**config.mk**
```make
export PLATFORM = sky130hd
export DESIGN_NAME = booth_seq_mult
export DESIGN_NICKNAME = d
export VERILOG_FILES = /design/src/rtl/booth_pkg.sv /design/src/rtl/booth_recode.sv /design/src/rtl/booth_addsub.sv /design/src/rtl/booth_shift.sv /design/src/rtl/booth_seq_ctrl.sv /design/src/rtl/booth_seq_mult.sv
export SDC_FILE = /design/constraint.sdc
export NUM_CORES = 1
export LEC_CHECK = 0
export CORE_AREA = 2 2 79 81
export DETAILED_ROUTE_END_ITERATION = 10
export DIE_AREA = 0 0 81 83
export DONT_BUFFER_PORTS = 1
export SKIP_CTS_REPAIR_TIMING = 1
export SLEW_MARGIN = 5
export SYNTH_ARGS = -nofsm -noshare
export SYNTH_HDL_FRONTEND = slang
export SYNTH_SLANG_ARGS = --single-unit
```
**constraint.sdc**
```tcl
create_clock -name clk -period 2.9 [get_ports clk]
set_input_delay 0.145 -clock clk [delete_from_list [all_inputs] [get_ports clk]]
set_output_delay 0.145 -clock clk [all_outputs]
set_load 0.05 [all_outputs]
```
**src/rtl/booth_pkg.sv**
```systemverilog
package booth_pkg;

   // Arithmetic action chosen by radix-2 recoding of one bit pair
   typedef enum logic [1:0] {
      BOOTH_HOLD = 2'd0,
      BOOTH_ADD  = 2'd1,
      BOOTH_SUB  = 2'd2
   } booth_op_e;

endpackage

```
**src/rtl/booth_recode.sv**
```systemverilog
module booth_recode
   import booth_pkg::*;
(
   input  logic      cur_bit,
   input  logic      prev_bit,
   output booth_op_e op
);

   // 10: start of a run of ones -> subtract; 01: end of run -> add
   always_comb begin
      unique case ({cur_bit, prev_bit})
         2'b10:   op = BOOTH_SUB;
         2'b01:   op = BOOTH_ADD;
         default: op = BOOTH_HOLD;
      endcase
   end

endmodule

```
**src/rtl/booth_addsub.sv**
```systemverilog
module booth_addsub
   import booth_pkg::*;
#(
   parameter int AW          = 9,
   parameter bit SUB_BY_INV  = 1'b1
)(
   input  logic [AW-1:0] acc,
   input  logic [AW-1:0] addend,
   input  booth_op_e     op,
   output logic [AW-1:0] sum
);

   generate
      if (SUB_BY_INV) begin : g_inv
         // Single adder: operand muxed between addend and its inverse, carry-in supplies +1
         logic [AW-1:0] opnd;
         logic          cin;
         always_comb begin
            opnd = '0;
            cin  = 1'b0;
            if (op == BOOTH_ADD) begin
               opnd = addend;
            end else if (op == BOOTH_SUB) begin
               opnd = ~addend;
               cin  = 1'b1;
            end
         end
         assign sum = acc + opnd + AW'(cin);
      end else begin : g_direct
         always_comb begin
            unique case (op)
               BOOTH_ADD: sum = acc + addend;
               BOOTH_SUB: sum = acc - addend;
               default:   sum = acc;
            endcase
         end
      end
   endgenerate

endmodule

```
**src/rtl/booth_shift.sv**
```systemverilog
module booth_shift #(
   parameter int W = 8
)(
   input  logic [W:0]   sum_in,
   input  logic [W-1:0] qr_in,
   output logic [W:0]   acc_out,
   output logic [W-1:0] qr_out,
   output logic         qx_out
);

   // Arithmetic right shift of the acc:qr:qx chain by one place
   assign acc_out = {sum_in[W], sum_in[W:1]};
   assign qr_out  = {sum_in[0], qr_in[W-1:1]};
   assign qx_out  = qr_in[0];

endmodule

```
**src/rtl/booth_seq_ctrl.sv**
```systemverilog
module booth_seq_ctrl #(
   parameter int W  = 8,
   parameter int CW = $clog2(W + 1)
)(
   input  logic clk,
   input  logic rst_n,
   input  logic start,
   output logic load,
   output logic step,
   output logic busy,
   output logic done
);

   logic [CW-1:0] cnt_q;

   assign load = start && !busy;
   assign step = busy;

   always_ff @(posedge clk or negedge rst_n) begin
      if (!rst_n) begin
         cnt_q <= '0;
         busy  <= 1'b0;
         done  <= 1'b0;
      end else if (load) begin
         cnt_q <= CW'(W);
         busy  <= 1'b1;
         done  <= 1'b0;
      end else if (busy) begin
         cnt_q <= cnt_q - CW'(1);
         if (cnt_q == CW'(1)) begin
            busy <= 1'b0;
            done <= 1'b1;
         end
      end
   end

endmodule

```
**src/rtl/booth_seq_mult.sv**
```systemverilog
module booth_seq_mult
   import booth_pkg::*;
#(
   parameter int W          = 8,
   parameter bit SUB_BY_INV = 1'b1
)(
   input  logic           clk,
   input  logic           rst_n,
   input  logic           start,
   input  logic [W-1:0]   multiplicand,
   input  logic [W-1:0]   multiplier,
   output logic [2*W-1:0] product,
   output logic           busy,
   output logic           done
);

   localparam int AW = W + 1;   // one guard bit keeps -(most negative) exact
   localparam int CW = $clog2(W + 1);

   generate
      if (W < 2) begin : g_bad_width
         $error("booth_seq_mult: W must be at least 2");
      end
   endgenerate

   logic [AW-1:0] acc_q, acc_n, sum;
   logic [W-1:0]  qr_q, qr_n, mcand_q;
   logic          qx_q, qx_n;
   logic          load, step;
   booth_op_e     op;

   booth_seq_ctrl #(.W(W), .CW(CW)) u_ctrl (
      .clk   (clk),
      .rst_n (rst_n),
      .start (start),
      .load  (load),
      .step  (step),
      .busy  (busy),
      .done  (done)
   );

   booth_recode u_recode (
      .cur_bit  (qr_q[0]),
      .prev_bit (qx_q),
      .op       (op)
   );

   booth_addsub #(.AW(AW), .SUB_BY_INV(SUB_BY_INV)) u_addsub (
      .acc    (acc_q),
      .addend ({mcand_q[W-1], mcand_q}),
      .op     (op),
      .sum    (sum)
   );

   booth_shift #(.W(W)) u_shift (
      .sum_in  (sum),
      .qr_in   (qr_q),
      .acc_out (acc_n),
      .qr_out  (qr_n),
      .qx_out  (qx_n)
   );

   always_ff @(posedge clk or negedge rst_n) begin
      if (!rst_n) begin
         acc_q   <= '0;
         qr_q    <= '0;
         qx_q    <= 1'b0;
         mcand_q <= '0;
      end else if (load) begin
         acc_q   <= '0;
         qr_q    <= multiplier;
         qx_q    <= 1'b0;
         mcand_q <= multiplicand;
      end else if (step) begin
         acc_q   <= acc_n;
         qr_q    <= qr_n;
         qx_q    <= qx_n;
      end
   end

   assign product = {acc_q[W-1:0], qr_q};

endmodule

```
==> load_flow_metrics.sql <==
INSERT INTO impl_metrics (metric_group, metric, value, unit) VALUES
('outcome', 'outcome', 'finished clean', ''),
('place', 'io_buffers', '0', ''),
('clock_tree', 'cts_num_sinks', '31', ''),
('yosys', 'yosys_warnings', '0', ''),
('cells_and_area', 'insertedDiodeCount', '0', ''),
('die', 'die-height', '83', 'um'),
('yosys', 'yosysSeqAreaShare', '0.4509', ''),
('critical_path', 'r2r-start', 'qr_q[0]$_DFFE_PN0P_', ''),
('yosys', 'postSynth.asyncResetShare', '1.000', ''),
('critical_path', 'worst_ep_arrival_time', '2.94', 'ns'),
('critical_path', 'cp-startpoint', 'qr_q[0]$_DFFE_PN0P_', ''),
('die', 'core_area', '5816', 'sq um'),
('yosys', 'synth.avg_cell_area', '10.06', 'sq um'),
('detailed_routing', 'routed_via_density', '4.765', ''),
('detailed_routing', 'detail-route-antenna-nets', '0', ''),
('clock_tree', 'tritoncts', 'built', ''),
('critical_path', 'reg2reg_depth', '10', ''),
('min_path', 'hp-class', 'in -> reg', ''),
('die', 'placementRows', '28', ''),
('timing', 'timing.final.setup_violations', '0', ''),
('global_routing', 'first_global_vias', '1161', ''),
('timing', 'max_freq', '361.2', 'MHz'),
('critical_path', 'setup.reg_to_reg.worst_slack', '0.13', 'ns'),
('timing', 'finalSetupTns', '0', 'ns'),
('timing', 'hold_ws', '0.01516', 'ns'),
('yosys', 'postSynthNetCount', '201', ''),
('cells_and_area', 'final_layout_size_suffix_gt1_frac', '0.1364', ''),
('critical_path', 'critical_path.startpoint_type', 'flip-flop', ''),
('timing', 'worst_slew_pin_slew', '0.8169', 'ns'),
('yosys', 'count_of_flip_flops_with_a_built_in_enable_after_synthesis', '0', ''),
('detailed_routing', 'first_pass_iters', '4', ''),
('detailed_routing', 'route.vias.total', '1196', ''),
('global_routing', 'globalRoute.totalOverflow', '0', ''),
('detailed_routing', 'drc', '0', ''),
('clock_tree', 'cts_made_buffers', '5', ''),
('yosys', 'number_of_synthesized_register_bits', '31', ''),
('place', 'global_placement_routability_congestion', '0.7416', ''),
('clock_tree', 'clockBufferDepth', '2', ''),
('global_routing', 'grt_usage', '0.1129', ''),
('yosys', 'ys_types', '36', ''),
('detailed_routing', 'met3_wirelength', '182', 'um'),
('critical_path', 'req_time_crit_path', '3.07', 'ns'),
('timing', 'hold_vio_cnt_final', '0', ''),
('clock_tree', 'clk_transition_reported_paths', '0.07', 'ns'),
('detailed_routing', 'wl_per_cell', '13.60', 'um'),
('cells_and_area', 'finish.net_count', '205', ''),
('detailed_routing', 'drt_wl_total', '3.413', 'mm'),
('min_path', 'hold_start', 'multiplicand[3]', ''),
('timing', 'crit_path_time_final', '2.768', 'ns'),
('timing', 'worst_setup_skew_after_layout', '0.007439', 'ns'),
('yosys', 'synth.cell_area', '1720', 'sq um'),
('critical_path', 'critPathKind', 'reg -> reg', ''),
('cells_and_area', 'syn2layout_area_growth', '12.95', '%'),
('global_routing', 'grt_start_max_net_pins', '34', ''),
('timing', 'report.final.slew_viol_count', '0', ''),
('job', 'drv_cap', '0', ''),
('detailed_routing', 'routed.top_layer', 'met4', ''),
('timing', 'finalCritPeriodShare', '0.9546', ''),
('die', 'floorplan_die_area', '6723', 'sq um'),
('cells_and_area', 'nFillCells', '639', ''),
('die', 'floorplan.io_pins', '37', ''),
('detailed_routing', 'detail_route.iter0.violations', '64', ''),
('clock_tree', 'cts.root.buffer_cell', 'clkbuf_8', ''),
('min_path', 'holdPathStages', '1', ''),
('timing', 'grt_setup_unrepaired', 'no', ''),
('yosys', 'postSynthCellCount', '171', ''),
('global_routing', 'first_pass_grt_wire_length', '5.975', 'mm'),
('critical_path', 'cp_capture_type', 'flip-flop', ''),
('detailed_routing', 'detailroute.wirelength.met2', '1.620', 'mm'),
('die', 'fp.dieW', '81', 'um'),
('place', 'post-dp-hpwl', '2.509', 'mm'),
('timing', 'relSlewSlack', '0.4534', ''),
('critical_path', 'critPathMaxFanout', '3', ''),
('die', 'initial_utilization', '0.2958', ''),
('clock_tree', 'htree_levels', '2', ''),
('global_routing', 'number_of_antenna_violations_at_the_first_check_in_global_routing', '0', ''),
('clock_tree', 'worst_skew_pair.late_latency', '0.28', 'ns'),
('yosys', 'synth_flop_cell', 'dfrtp_1', ''),
('detailed_routing', 'met1_length', '1.571', 'mm');
==> flip-flops by register name, summed over array words and instances, names as in the netlist <==
signal        cells
u_ctrl.cnt_q      4
acc_q             8
qx_q              1
u_ctrl.done       1
mcand_q           8
u_ctrl.busy       1
qr_q              8
==> Yosys cell counts, types with 2 or more instances <==
| cell type | number | area [sq um] |
|---|---|---|
| mux2i_1 | 8 | 80.08 |
| a22o_1 | 3 | 26.28 |
| mux2_2 | 9 | 101.4 |
| o31ai_1 | 2 | 15.01 |
| clkbuf_1 | 3 | 11.26 |
| dfrtp_1 | 31 | 775.7 |
| nor2_1 | 6 | 22.52 |
| inv_1 | 7 | 26.28 |
| a21oi_1 | 9 | 45.04 |
| xor2_1 | 4 | 35.03 |
| nand2_1 | 19 | 71.32 |
| o21ai_0 | 21 | 105.1 |
| nor2b_1 | 4 | 25.02 |
| a211oi_1 | 2 | 15.01 |
| buf_2 | 5 | 25.02 |
| ha_1 | 9 | 112.6 |
| nand3_1 | 2 | 10.01 |
| or3_1 | 2 | 12.51 |
| nand2b_1 | 7 | 43.79 |
| fa_1 | 2 | 40.04 |
==> area by class of cell <==
type | count | area (sq um) | area share
clock inverter | 1 | 7.507 | 0.003863
multi-input combinational | 123 | 873.3 | 0.4495
sequential | 31 | 775.7 | 0.3992
tap | 75 | 93.84 | 0.04829
inverter | 7 | 26.28 | 0.01352
timing repair buffer | 7 | 70.07 | 0.03606
clock buffer | 7 | 96.34 | 0.04958
==> cells by family (layout without fill, tap and decap cells) <==
logic type	Yosys count	in the layout	share of synthesized area
AO/OA/AOI/OAI	48	48	0.1716
AND/OR/NAND/NOR	43	43	0.1200
flip-flops	31	31	0.4509
multiplexers	17	17	0.1055
buffers and inverters	17	22	0.04291
adder cells (fa/ha/maj)	11	11	0.08873
XOR/XNOR	4	4	0.02036
==> through the flow <==
| stage | setup WS [ns] | cells | utilization | area, sq um |
|---|---|---|---|---|
| after floorplan | 0.4319 | 171 | - | 1720 |
| after global placement | 0.1476 | 240 | 0.3090 | 1797 |
| after detailed placement | 0.09541 | 240 | 0.3090 | 1797 |
| after CTS | 0.08510 | 248 | 0.3268 | 1901 |
| after global routing | 0.005065 | 251 | 0.3341 | 1943 |
| final | 0.1317 | 251 | 0.3341 | 1943 |
==> per-layer routing <==
| layer | GRT usage | vias up |
|---|---|---|
| met4 | 0.03236 | 0 |
| met3 | 0.04239 | 5 |
| met2 | 0.1653 | 17 |
| met1 | 0.1550 | 565 |
| met5 | 0 | - |
| li1 | - | 609 |
==> critical path, stage by stage, from the launching register on <==
cell and delay (ns):
dfrtp_1 0.68, buf_4 0.21, nor2b_1 0.05, a21oi_1 0.19
fa_1 0.21, inv_1 0.05, fa_1 0.41, a21oi_2 0.16
o21ai_1 0.09, or3_1 0.34, a32o_1 0.26
==> final timing paths <==
| path | end |
|---|---|
| min reg2reg | mcand_q[7]$_DFFE_PN0P_ |
| max | acc_q[5]$_DFFE_PN0P_ |
| min | mcand_q[3]$_DFFE_PN0P_ |
| max reg2reg | acc_q[5]$_DFFE_PN0P_ |
| min in group asynchronous | acc_q[2]$_DFFE_PN0P_ |
| max in group asynchronous | qr_q[4]$_DFFE_PN0P_ |
==> layout by cell type (no fill, tap or decap), types with 6 or more instances in the layout <==
| cell type | instances |
|---|---|
| nand2_1 | 19 |
| mux2_2 | 9 |
| mux2i_1 | 8 |
| dfrtp_1 | 31 |
| o21ai_0 | 21 |
| inv_1 | 7 |
| a21oi_1 | 9 |
| nand2b_1 | 6 |
| clkbuf_8 | 7 |
| nor2_1 | 6 |
| ha_1 | 9 |
Power is not shown: default switching activity piles up to over one toggle a cycle in this logic, so the estimate is an artifact.
